[src/rtl/dps_pkg.sv]
package dps_pkg;
  typedef enum logic [2:0] {
    S_IDLE   = 3'd0,
    S_WAIT_S = 3'd1,
    S_SEND   = 3'd2,
    S_BUSY   = 3'd3,
    S_WAIT_R = 3'd4,
    S_RECV   = 3'd5,
    S_WAIT_A = 3'd6
  } dps_state_e;
endpackage

[src/rtl/dps_lencnt.sv]
module dps_lencnt #(
  parameter int LEN_W = 16,
  parameter int BPW   = 4
) (
  input  logic             clk,
  input  logic             rst,
  input  logic             load,
  input  logic [LEN_W-1:0] load_val,
  input  logic             dec,
  output logic [LEN_W-1:0] cnt
);
  localparam logic [LEN_W-1:0] STEP = LEN_W'(BPW);

  always_ff @(posedge clk) begin
    if (rst) begin
      cnt <= '0;
    end else if (load) begin
      cnt <= load_val;
    end else if (dec) begin
      cnt <= (cnt < STEP) ? '0 : cnt - STEP;
    end
  end
endmodule

[src/rtl/dps_wdog.sv]
module dps_wdog #(
  parameter int TMR_W = 16
) (
  input  logic             clk,
  input  logic             rst,
  input  logic             armed,
  input  logic             ck_en,
  input  logic [TMR_W-1:0] reload,
  output logic             expire
);
  localparam logic [TMR_W-1:0] ONE = TMR_W'(1);
  logic [TMR_W-1:0] cnt;

  always_ff @(posedge clk) begin
    if (rst) begin
      cnt <= '0;
    end else if (!armed) begin
      cnt <= reload;
    end else if (ck_en && cnt != '0) begin
      cnt <= cnt - ONE;
    end
  end

  assign expire = armed && ck_en && (cnt <= ONE);
endmodule

[src/rtl/dps_ctrl.sv]
module dps_ctrl
  import dps_pkg::*;
(
  input  logic       clk,
  input  logic       rst,
  input  logic       start,
  input  logic       dir_rx,
  input  logic       ack_req,
  input  logic       ck_en,
  input  logic       word_stb,
  input  logic       rx_begin,
  input  logic       card_busy,
  input  logic       ack_in,
  input  logic       err_in,
  input  logic       len_zero,
  input  logic       dt_exp,
  input  logic       at_exp,
  output dps_state_e st,
  output logic       load_len,
  output logic       dec_len,
  output logic       dt_arm,
  output logic       at_arm,
  output logic       de_q,
  output logic       dto_q,
  output logic       ato_q
);
  dps_state_e nxt;
  logic de_n, dto_n, ato_n;

  assign load_len = (st == S_IDLE) && start;
  assign dec_len  = ((st == S_SEND) || (st == S_RECV)) && word_stb;
  assign dt_arm   = (st == S_WAIT_R) || (st == S_BUSY);
  assign at_arm   = (st == S_WAIT_A);

  always_comb begin
    nxt   = st;
    de_n  = 1'b0;
    dto_n = 1'b0;
    ato_n = 1'b0;
    if (st != S_IDLE && err_in) begin
      nxt = S_IDLE;
    end else begin
      case (st)
        S_IDLE:   if (start) nxt = dir_rx ? S_WAIT_R : S_WAIT_S;
        S_WAIT_S: if (ck_en) nxt = S_SEND;
        S_SEND:   if (len_zero) nxt = S_BUSY;
        S_BUSY: begin
          if (ck_en && !card_busy) begin
            nxt = S_IDLE; de_n = 1'b1;
          end else if (dt_exp) begin
            nxt = S_IDLE; dto_n = 1'b1;
          end
        end
        S_WAIT_R: begin
          if (ck_en && rx_begin) begin
            nxt = S_RECV;
          end else if (dt_exp) begin
            nxt = S_IDLE; dto_n = 1'b1;
          end
        end
        S_RECV: begin
          if (len_zero) begin
            if (ack_req) begin
              nxt = S_WAIT_A;
            end else begin
              nxt = S_IDLE; de_n = 1'b1;
            end
          end
        end
        S_WAIT_A: begin
          if (ck_en && ack_in) begin
            nxt = S_IDLE; de_n = 1'b1;
          end else if (at_exp) begin
            nxt = S_IDLE; ato_n = 1'b1;
          end
        end
        default: nxt = S_IDLE;
      endcase
    end
  end

  always_ff @(posedge clk) begin
    if (rst) begin
      st    <= S_IDLE;
      de_q  <= 1'b0;
      dto_q <= 1'b0;
      ato_q <= 1'b0;
    end else begin
      st    <= nxt;
      de_q  <= de_n;
      dto_q <= dto_n;
      ato_q <= ato_n;
    end
  end
endmodule

[src/rtl/card_dpath_seq.sv]
module card_dpath_seq
  import dps_pkg::*;
#(
  parameter int LEN_W = 16,
  parameter int TMR_W = 16,
  parameter int BPW   = 4
) (
  input  logic             clk,
  input  logic             rst,
  input  logic             ck_en,
  input  logic [LEN_W-1:0] cfg_len,
  input  logic [TMR_W-1:0] cfg_dtime,
  input  logic [TMR_W-1:0] cfg_atime,
  input  logic             start,
  input  logic             dir_rx,
  input  logic             ack_req,
  input  logic             word_stb,
  input  logic             rx_begin,
  input  logic             card_busy,
  input  logic             ack_in,
  input  logic             err_in,
  output logic [2:0]       state,
  output logic [LEN_W-1:0] remain,
  output logic             data_end,
  output logic             data_tmo,
  output logic             ack_tmo
);
  dps_state_e st;
  logic load_len, dec_len, dt_arm, at_arm, dt_exp, at_exp;

  dps_ctrl u_ctrl (
    .clk(clk), .rst(rst), .start(start), .dir_rx(dir_rx), .ack_req(ack_req),
    .ck_en(ck_en), .word_stb(word_stb), .rx_begin(rx_begin),
    .card_busy(card_busy), .ack_in(ack_in), .err_in(err_in),
    .len_zero(remain == '0), .dt_exp(dt_exp), .at_exp(at_exp),
    .st(st), .load_len(load_len), .dec_len(dec_len),
    .dt_arm(dt_arm), .at_arm(at_arm),
    .de_q(data_end), .dto_q(data_tmo), .ato_q(ack_tmo)
  );

  dps_lencnt #(.LEN_W(LEN_W), .BPW(BPW)) u_len (
    .clk(clk), .rst(rst), .load(load_len), .load_val(cfg_len),
    .dec(dec_len), .cnt(remain)
  );

  dps_wdog #(.TMR_W(TMR_W)) u_dtmr (
    .clk(clk), .rst(rst), .armed(dt_arm), .ck_en(ck_en),
    .reload(cfg_dtime), .expire(dt_exp)
  );

  dps_wdog #(.TMR_W(TMR_W)) u_atmr (
    .clk(clk), .rst(rst), .armed(at_arm), .ck_en(ck_en),
    .reload(cfg_atime), .expire(at_exp)
  );

  assign state = st;
endmodule

[config.mk]
export PLATFORM = sky130hd
export DESIGN_NAME = card_dpath_seq
export DESIGN_NICKNAME = d
export VERILOG_FILES = /design/src/rtl/dps_pkg.sv /design/src/rtl/dps_lencnt.sv /design/src/rtl/dps_wdog.sv /design/src/rtl/dps_ctrl.sv /design/src/rtl/card_dpath_seq.sv
export SDC_FILE = /design/constraint.sdc
export NUM_CORES = 1
export LEC_CHECK = 0
export BUFFER_PORTS_ARGS = -buffer_cell sky130_fd_sc_hd__buf_4
export CELL_PAD_IN_SITES_DETAIL_PLACEMENT = 0
export CELL_PAD_IN_SITES_GLOBAL_PLACEMENT = 2
export CORE_UTILIZATION = 33
export CTS_CLUSTER_DIAMETER = 40
export DETAILED_ROUTE_END_ITERATION = 10
export GPL_TIMING_DRIVEN = 1
export PLACE_DENSITY_LB_ADDON = 0.1
export SLEW_MARGIN = 0
export SYNTH_ARGS = -nofsm -noshare
export SYNTH_HDL_FRONTEND = slang
export SYNTH_SLANG_ARGS = --single-unit
[constraint.sdc]
create_clock -name clk -period 5.7 [get_ports clk]
set_clock_uncertainty 0.2 [all_clocks]
set_input_delay 0 -clock clk [delete_from_list [all_inputs] [get_ports clk]]
set_output_delay 0 -clock clk [all_outputs]
set_load 0.005 [all_outputs]
# ---- After elaboration in Yosys (flattened, before gate mapping)
# Index checks and enable logic that the tools add are counted.
dict set report op_classes {
  add_sub_neg 3
  n_lt_le_gt_ge 3
  eq_ne 13
  n_mux 29
  bitwise 1
  reduce_logical 24
}
# operator count
set op_table {}
lappend op_table {{2-to-1 mux 16 bit} 7}
lappend op_table {{2-to-1 mux 3 bit} 11}
lappend op_table {{<= comparator 16 x 1 -> 1 bit, second input constant} 2}
lappend op_table {{nonzero test 16 bit} 2}
lappend op_table {{subtractor 16 x 1 -> 16 bit, second input constant} 2}
lappend op_table {{case mux 3 bit (7 select lines)} 1}
lappend op_table {{logical NOT 16 bit} 1}
lappend op_table {{less-than comparator 16 x 3 -> 1 bit, second input constant} 1}
lappend op_table {{subtractor 16 x 3 -> 16 bit, second input constant} 1}
lappend op_table {{logical AND 1 bit} 12}
lappend op_table {{== test 3 bit, second input constant} 3}
lappend op_table {{2-to-1 mux 1 bit} 8}
lappend op_table {{inequality test 2 bit, second input constant} 4}
lappend op_table {{== test 3 x 2 -> 1 bit, second input constant} 2}
lappend op_table {{AND reduction 5 bit} 1}
lappend op_table {{inequality test 2 x 1 -> 1 bit, second input constant} 2}
lappend op_table {{OR reduction 4 bit} 1}
lappend op_table {{== test 3 x 1 -> 1 bit, second input constant} 1}
lappend op_table {{logical NOT 3 bit} 1}
lappend op_table {{inequality test 3 bit, second input constant} 1}
lappend op_table {{case mux 1 bit (3 select lines)} 1}
lappend op_table {{nonzero test 3 bit} 1}
lappend op_table {{logical OR 1 bit} 2}
lappend op_table {{case mux 1 bit (2 select lines)} 1}
lappend op_table {{other kinds (4)} 4}
dict set report totals {
  register_bits 54
  in_bits 59
  output_inout_bits 22
}

# ---- Logic depth before layout (Yosys ltp)
dict set report logic_depth {
  ltp_word 7
  ltp_mapped 8
  depth_no_buf 7
}

# ---- Modules after synthesis
# From an unflattened synthesis, not the netlist that was laid out.
dict set report hier_totals {
  hier_cells 436
  area_unflattened_um2 3636.0
}
# module instances cells_per_inst area_each_um2 seq_area_each_um2
set modules_own_cells {}
lappend modules_own_cells {dps_wdog 2 129 1081.0 320.3}
lappend modules_own_cells {dps_lencnt 1 111 950.9 320.3}
lappend modules_own_cells {dps_ctrl 1 62 489.2 120.1}
lappend modules_own_cells {card_dpath_seq 1 5 33.8 0.0}

# ---- Worst setup path after synthesis
# No wires, ideal clock.
dict set report synth_timing {
  path_kind {reg-to-reg}
  startpoint {register u_dtmr.cnt[4]}
  endpoint {register u_dtmr.cnt[5]}
  setup_time_ns 0.120
  arrival_time_ns 2.116
  t_required_ns 5.380
  slack_ns 3.265
  path_stages_with_launch 9
  n_path_buf 3
  path_cell_list {dfxtp_1 or4_1 buf_2 or3_4 buf_6 o211ai_2 buf_6 nor3_1 o31a_1}
}
dict set report synth_between {
  elab_chain_len 3
  word_cells_on_any_way 6
}
# item line_no
set synth_lines {}
lappend synth_lines {{from (decl)} dps_wdog.sv:12} ;# logic [TMR_W-1:0] cnt;
lappend synth_lines {{from (signal assigned)} dps_wdog.sv:18} ;# cnt <= reload;
lappend synth_lines {{from (signal assigned)} dps_wdog.sv:20} ;# cnt <= cnt - ONE;
lappend synth_lines {{subtractor 16 x 1 -> 16 bit or nonzero test 16 bit (tied branches)} {dps_wdog.sv:20, dps_wdog.sv:19}}
lappend synth_lines {{2-to-1 mux 16 bit or logical AND 1 bit (tied branches)} dps_wdog.sv:19} ;# end else if (ck_en && cnt != '0) begin
lappend synth_lines {{2-to-1 mux 16 bit or inequality test 2 bit (tied branches)} --}
# Parallel ways exist; a longest one is shown, timed or not. The select of a mux whose other input is x is not followed.
# A chain may end at the register's enable or synchronous reset.

# ---- Final worst setup path
dict set report layout_timing {
  startpoint {register u_ctrl.st[2]}
  endpoint {register u_ctrl.ato_q}
}
dict set report layout_between {
  elab_chain_len 4
  word_cells_on_any_way 8
}
# item line_no
set layout_lines {}
lappend layout_lines {{from (decl)} dps_ctrl.sv:18} ;# output dps_state_e st,
lappend layout_lines {{from (signal assigned)} dps_ctrl.sv:89} ;# st <= nxt;
lappend layout_lines {{== test 3 bit} {dps_ctrl.sv:33, dps_ctrl.sv:43}}
lappend layout_lines {{logical AND 1 bit (2 in a row)} dps_wdog.sv:24} ;# assign expire = armed && ck_en && (cnt <= ONE);
lappend layout_lines {{2-to-1 mux 1 bit} dps_ctrl.sv:73} ;# end else if (at_exp) begin
lappend layout_lines {{to (signal assigned)} dps_ctrl.sv:92} ;# ato_q <= ato_n;
lappend layout_lines {{to (decl)} dps_ctrl.sv:25} ;# output logic ato_q
# Parallel ways exist; a longest one is shown, timed or not.

==> flow_metrics.env <==
export IMPL_synth_compound_area_share_pct=27.2
export IMPL_cts_tree="built"
export IMPL_drive_gt1_share_pct=20.1
export IMPL_crit_family="simple AND/OR/NAND/NOR gates"
export IMPL_nNetsFinal=612
export IMPL_track_usage_pct=20.3
export IMPL_antenna_left=0
export IMPL_r2r_start="u_ctrl.st[2]$_SDFFE_PP0P_"
export IMPL_cts_buffer_depth=2
export IMPL_critPathKind="reg -> reg"
export IMPL_grt_max_degree=50
export IMPL_drc=0
export IMPL_drt_first_pass_iters=5
export IMPL_synth_seq_area_share_pct=31.9
export IMPL_dp_hpwl_mm=7.19
export IMPL_worst_pin_slew_ns=1.10
export IMPL_path_cells="and3b_1 -> nand3_1 -> dlygate4sd3_1 -> nor3_1 -> dlygate4sd3_1"
export IMPL_synth_top_family_by_area="simple AND/OR/NAND/NOR gates"
export IMPL_r2r_slack_ns=2.39
export IMPL_die_w_um=103
export IMPL_synth_largest_area_cell="dfxtp_1"
export IMPL_cp_arrival_ns=3.37
export IMPL_critPathMostFrequentCell="dlygate4sd3_1"
export IMPL_max_stage_delay_ns=0.96
export IMPL_synthTopCellsByCount="dfxtp_1, nor2_1, nand2_1"
export IMPL_leakage_nw=1.86
export IMPL_cp_start_kind="flip-flop"
export IMPL_initial_core_util_pct=34.3
export IMPL_outcome="finished, violations left"
export IMPL_maxSlewHeadroom_pct=26.4
export IMPL_crit_buf_inv=2
export IMPL_min_path_cells=2
export IMPL_place_gp_congestion=0.773
export IMPL_antenna_found_initial=0
export IMPL_drt_iter0_drc=166
export IMPL_cts_max_level=2
export IMPL_synthMuxAreaShare_pct=1.29
export IMPL_hold_class="in -> reg"
export IMPL_cts_hold_buffers_added=65
export IMPL_synth_fp_nets=487
export IMPL_avgSynthCellArea_um2=8.05
export IMPL_cts_buffers=5
export IMPL_min_from="rst"
export IMPL_ys_warn_count=0
export IMPL_cts_setup_buffers=0
export IMPL_rows=36
export IMPL_worst_hold_slack_ns=-0.00347
export IMPL_setup_viol=0
export IMPL_min_to="u_len.cnt[14]$_SDFFE_PP0P_"
export IMPL_required_ns=5.76
export IMPL_synth_area_um2=3390
export IMPL_synth_xor_area_share_pct=4.65
export IMPL_num_vias=3652
export IMPL_gr_total_overflow=0
export IMPL_layout_min_cycle_time_ns=3.31
export IMPL_finalHoldViolCount=3
export IMPL_fmax_mhz=302
export IMPL_synth_flop_cell="dfxtp_1"
export IMPL_synthAdderAreaFrac_pct=2.58
export IMPL_io_buffers=80
export IMPL_cts_root_buffer="clkbuf_8"
export IMPL_core_um2=9860
export IMPL_post_route_period_util_pct=58.1
export IMPL_cts_resized=0
export IMPL_endpoint_kind="flip-flop"
export IMPL_crit_fanout=31
export IMPL_powerDensity_nw_per_um2=307
export IMPL_synth_top_area_share_pct=31.9
export IMPL_critPathSlowestCell="and3b_1"
export IMPL_synthCells=421
export IMPL_cts_reportedPaths_clkPinSlew_ns=0.10
export IMPL_fin_setup_tns_ns=0
export IMPL_ir_drop_mv=0.215
export IMPL_wl_mm=10.5
export IMPL_max_cap_violations=0
export IMPL_grt_pass1_vias=3394
export IMPL_dieArea_um2=10700
export IMPL_via_per_inst=5.37
export IMPL_clock_sinks=54
export IMPL_wl_per_cell_um=15.5
export IMPL_finalMaxSlewViolations=0
export IMPL_async_flop_share_pct=0
export IMPL_rsz0062_at_grt="no"
export IMPL_r2r_end="u_ctrl.ato_q$_SDFF_PP0_"
export IMPL_final_util_pct=48.6
export IMPL_reg2reg_depth=5
export IMPL_synthTopCellsByArea="dfxtp_1, nor2_1, a211oi_1, xor2_1, nand2_1"
export IMPL_synthSimpleGateAreaFrac_pct=27.8
export IMPL_clock_latency_ns=0.31
export IMPL_synth_enable_flop_cells=0
export IMPL_ys_ff_latch=54
export IMPL_violations="hold timing"
export IMPL_diodes=0
export IMPL_ys_types=66
export IMPL_die_y_um=103
export IMPL_ios=81
export IMPL_grt_pass1_wl_mm=16.9
export IMPL_area_growth_pct=41.5
-- registers in the layout, indices dropped and copies added, names as in the netlist --
register and cells:
u_atmr.cnt 16, u_ctrl.ato_q 1, u_ctrl.de_q 1, u_ctrl.dto_q 1, u_ctrl.st 3, u_dtmr.cnt 16, u_len.cnt 16
-- cells by family after synthesis --
family | count (synthesis)
buffers and inverters | 37
DFF | 54
xor gates and xnor gates | 18
and+or+nand+nor | 177
adders and majority gates | 7
muxes | 4
AOI/OAI and AO/OA | 124
-- where the power goes --
part | switching (mW) | internal, mW | total (mW)
combinational | 0.346 | 0.311 | 0.657
clock | 0.131 | 0.132 | 0.263
sequential | 0.108 | 0.444 | 0.552
-- layer usage --
metal,share of wire [%],GRT usage [%],vias to the layer above
met2,47,33.8,82
met4,0.78,4.01,0
li1,-,-,1850
met1,48,27.5,1713
met5,0,0,-
met3,4.0,3.56,7
-- cell usage in the layout, fill, tap and decap left out, types with 9 or more instances in the layout --
| master | netlist | routed |
|---|---|---|
| inv_1 | 9 | 9 |
| nor4_1 | 10 | 10 |
| a211oi_1 | 19 | 19 |
| nor3_1 | 16 | 16 |
| buf_4 | 0 | 80 |
| o21ai_0 | 14 | 14 |
| nand2_1 | 24 | 24 |
| a21oi_1 | 17 | 17 |
| nand3_1 | 15 | 15 |
| or4_1 | 10 | 10 |
| dlygate4sd3_1 | 0 | 65 |
| o31ai_1 | 9 | 9 |
| a311oi_1 | 9 | 9 |
| nor2_1 | 54 | 54 |
| xor2_1 | 12 | 12 |
| dfxtp_1 | 54 | 54 |
-- worst reg2reg max path: cells and delay by family, from the launching register on --
| family | cells | cell delay (ns) |
|---|---|---|
| DFF | 1 | 0.67 |
| and+or+nand+nor | 3 | 1.23 |
| buffers and inverters | 2 | 1.17 |
-- area by class of cell --
type | instances | area (um^2)
Fill cell | 1010 | 5070
Clock inverter | 1 | 30.0
Inverter | 10 | 37.5
Clock buffer | 7 | 76.3
Tap cell | 133 | 166
Timing Repair Buffer | 145 | 1250
Multi-Input combinational cell | 330 | 2150
Sequential cell | 54 | 1080
-- how the worst max path moves through the flow --
stage	from	to	slack, ns	cells after the start
2_1_floorplan	u_dtmr.cnt[4]$_SDFFE_PP0P_	u_dtmr.cnt[5]$_SDFFE_PP0P_	3.26	8
3_3_place_gp	u_ctrl.st[1]$_SDFFE_PP0P_	u_ctrl.st[0]$_SDFFE_PP0P_	2.99	5
3_5_place_dp	u_ctrl.st[1]$_SDFFE_PP0P_	u_ctrl.st[0]$_SDFFE_PP0P_	2.89	5
4_1_cts	u_ctrl.st[2]$_SDFFE_PP0P_	u_ctrl.ato_q$_SDFF_PP0_	2.41	5
5_1_grt	u_len.cnt[2]$_SDFFE_PP0P_	u_len.cnt[1]$_SDFFE_PP0P_	2.13	8
6_report	u_ctrl.st[2]$_SDFFE_PP0P_	u_ctrl.ato_q$_SDFF_PP0_	2.39	5
-- metrics by stage --
stage / cells / hold slack (ns) / total power, mW / cell area, um^2 / setup slack (ns)
after floorplan: 421 / -0.0779 / 0.952 / 3390 / 3.26
after global placement: 607 / 0.0191 / 1.17 / 4040 / 2.99
after detailed placement: 607 / 0.0166 / 1.17 / 4040 / 2.89
after CTS: 680 / 0.00232 / 1.48 / 4790 / 2.41
after global routing: 680 / 0.0309 / 1.59 / 4790 / 2.13
final: 680 / -0.00347 / 1.47 / 4790 / 2.39
(Power assumes the default switching activity.)
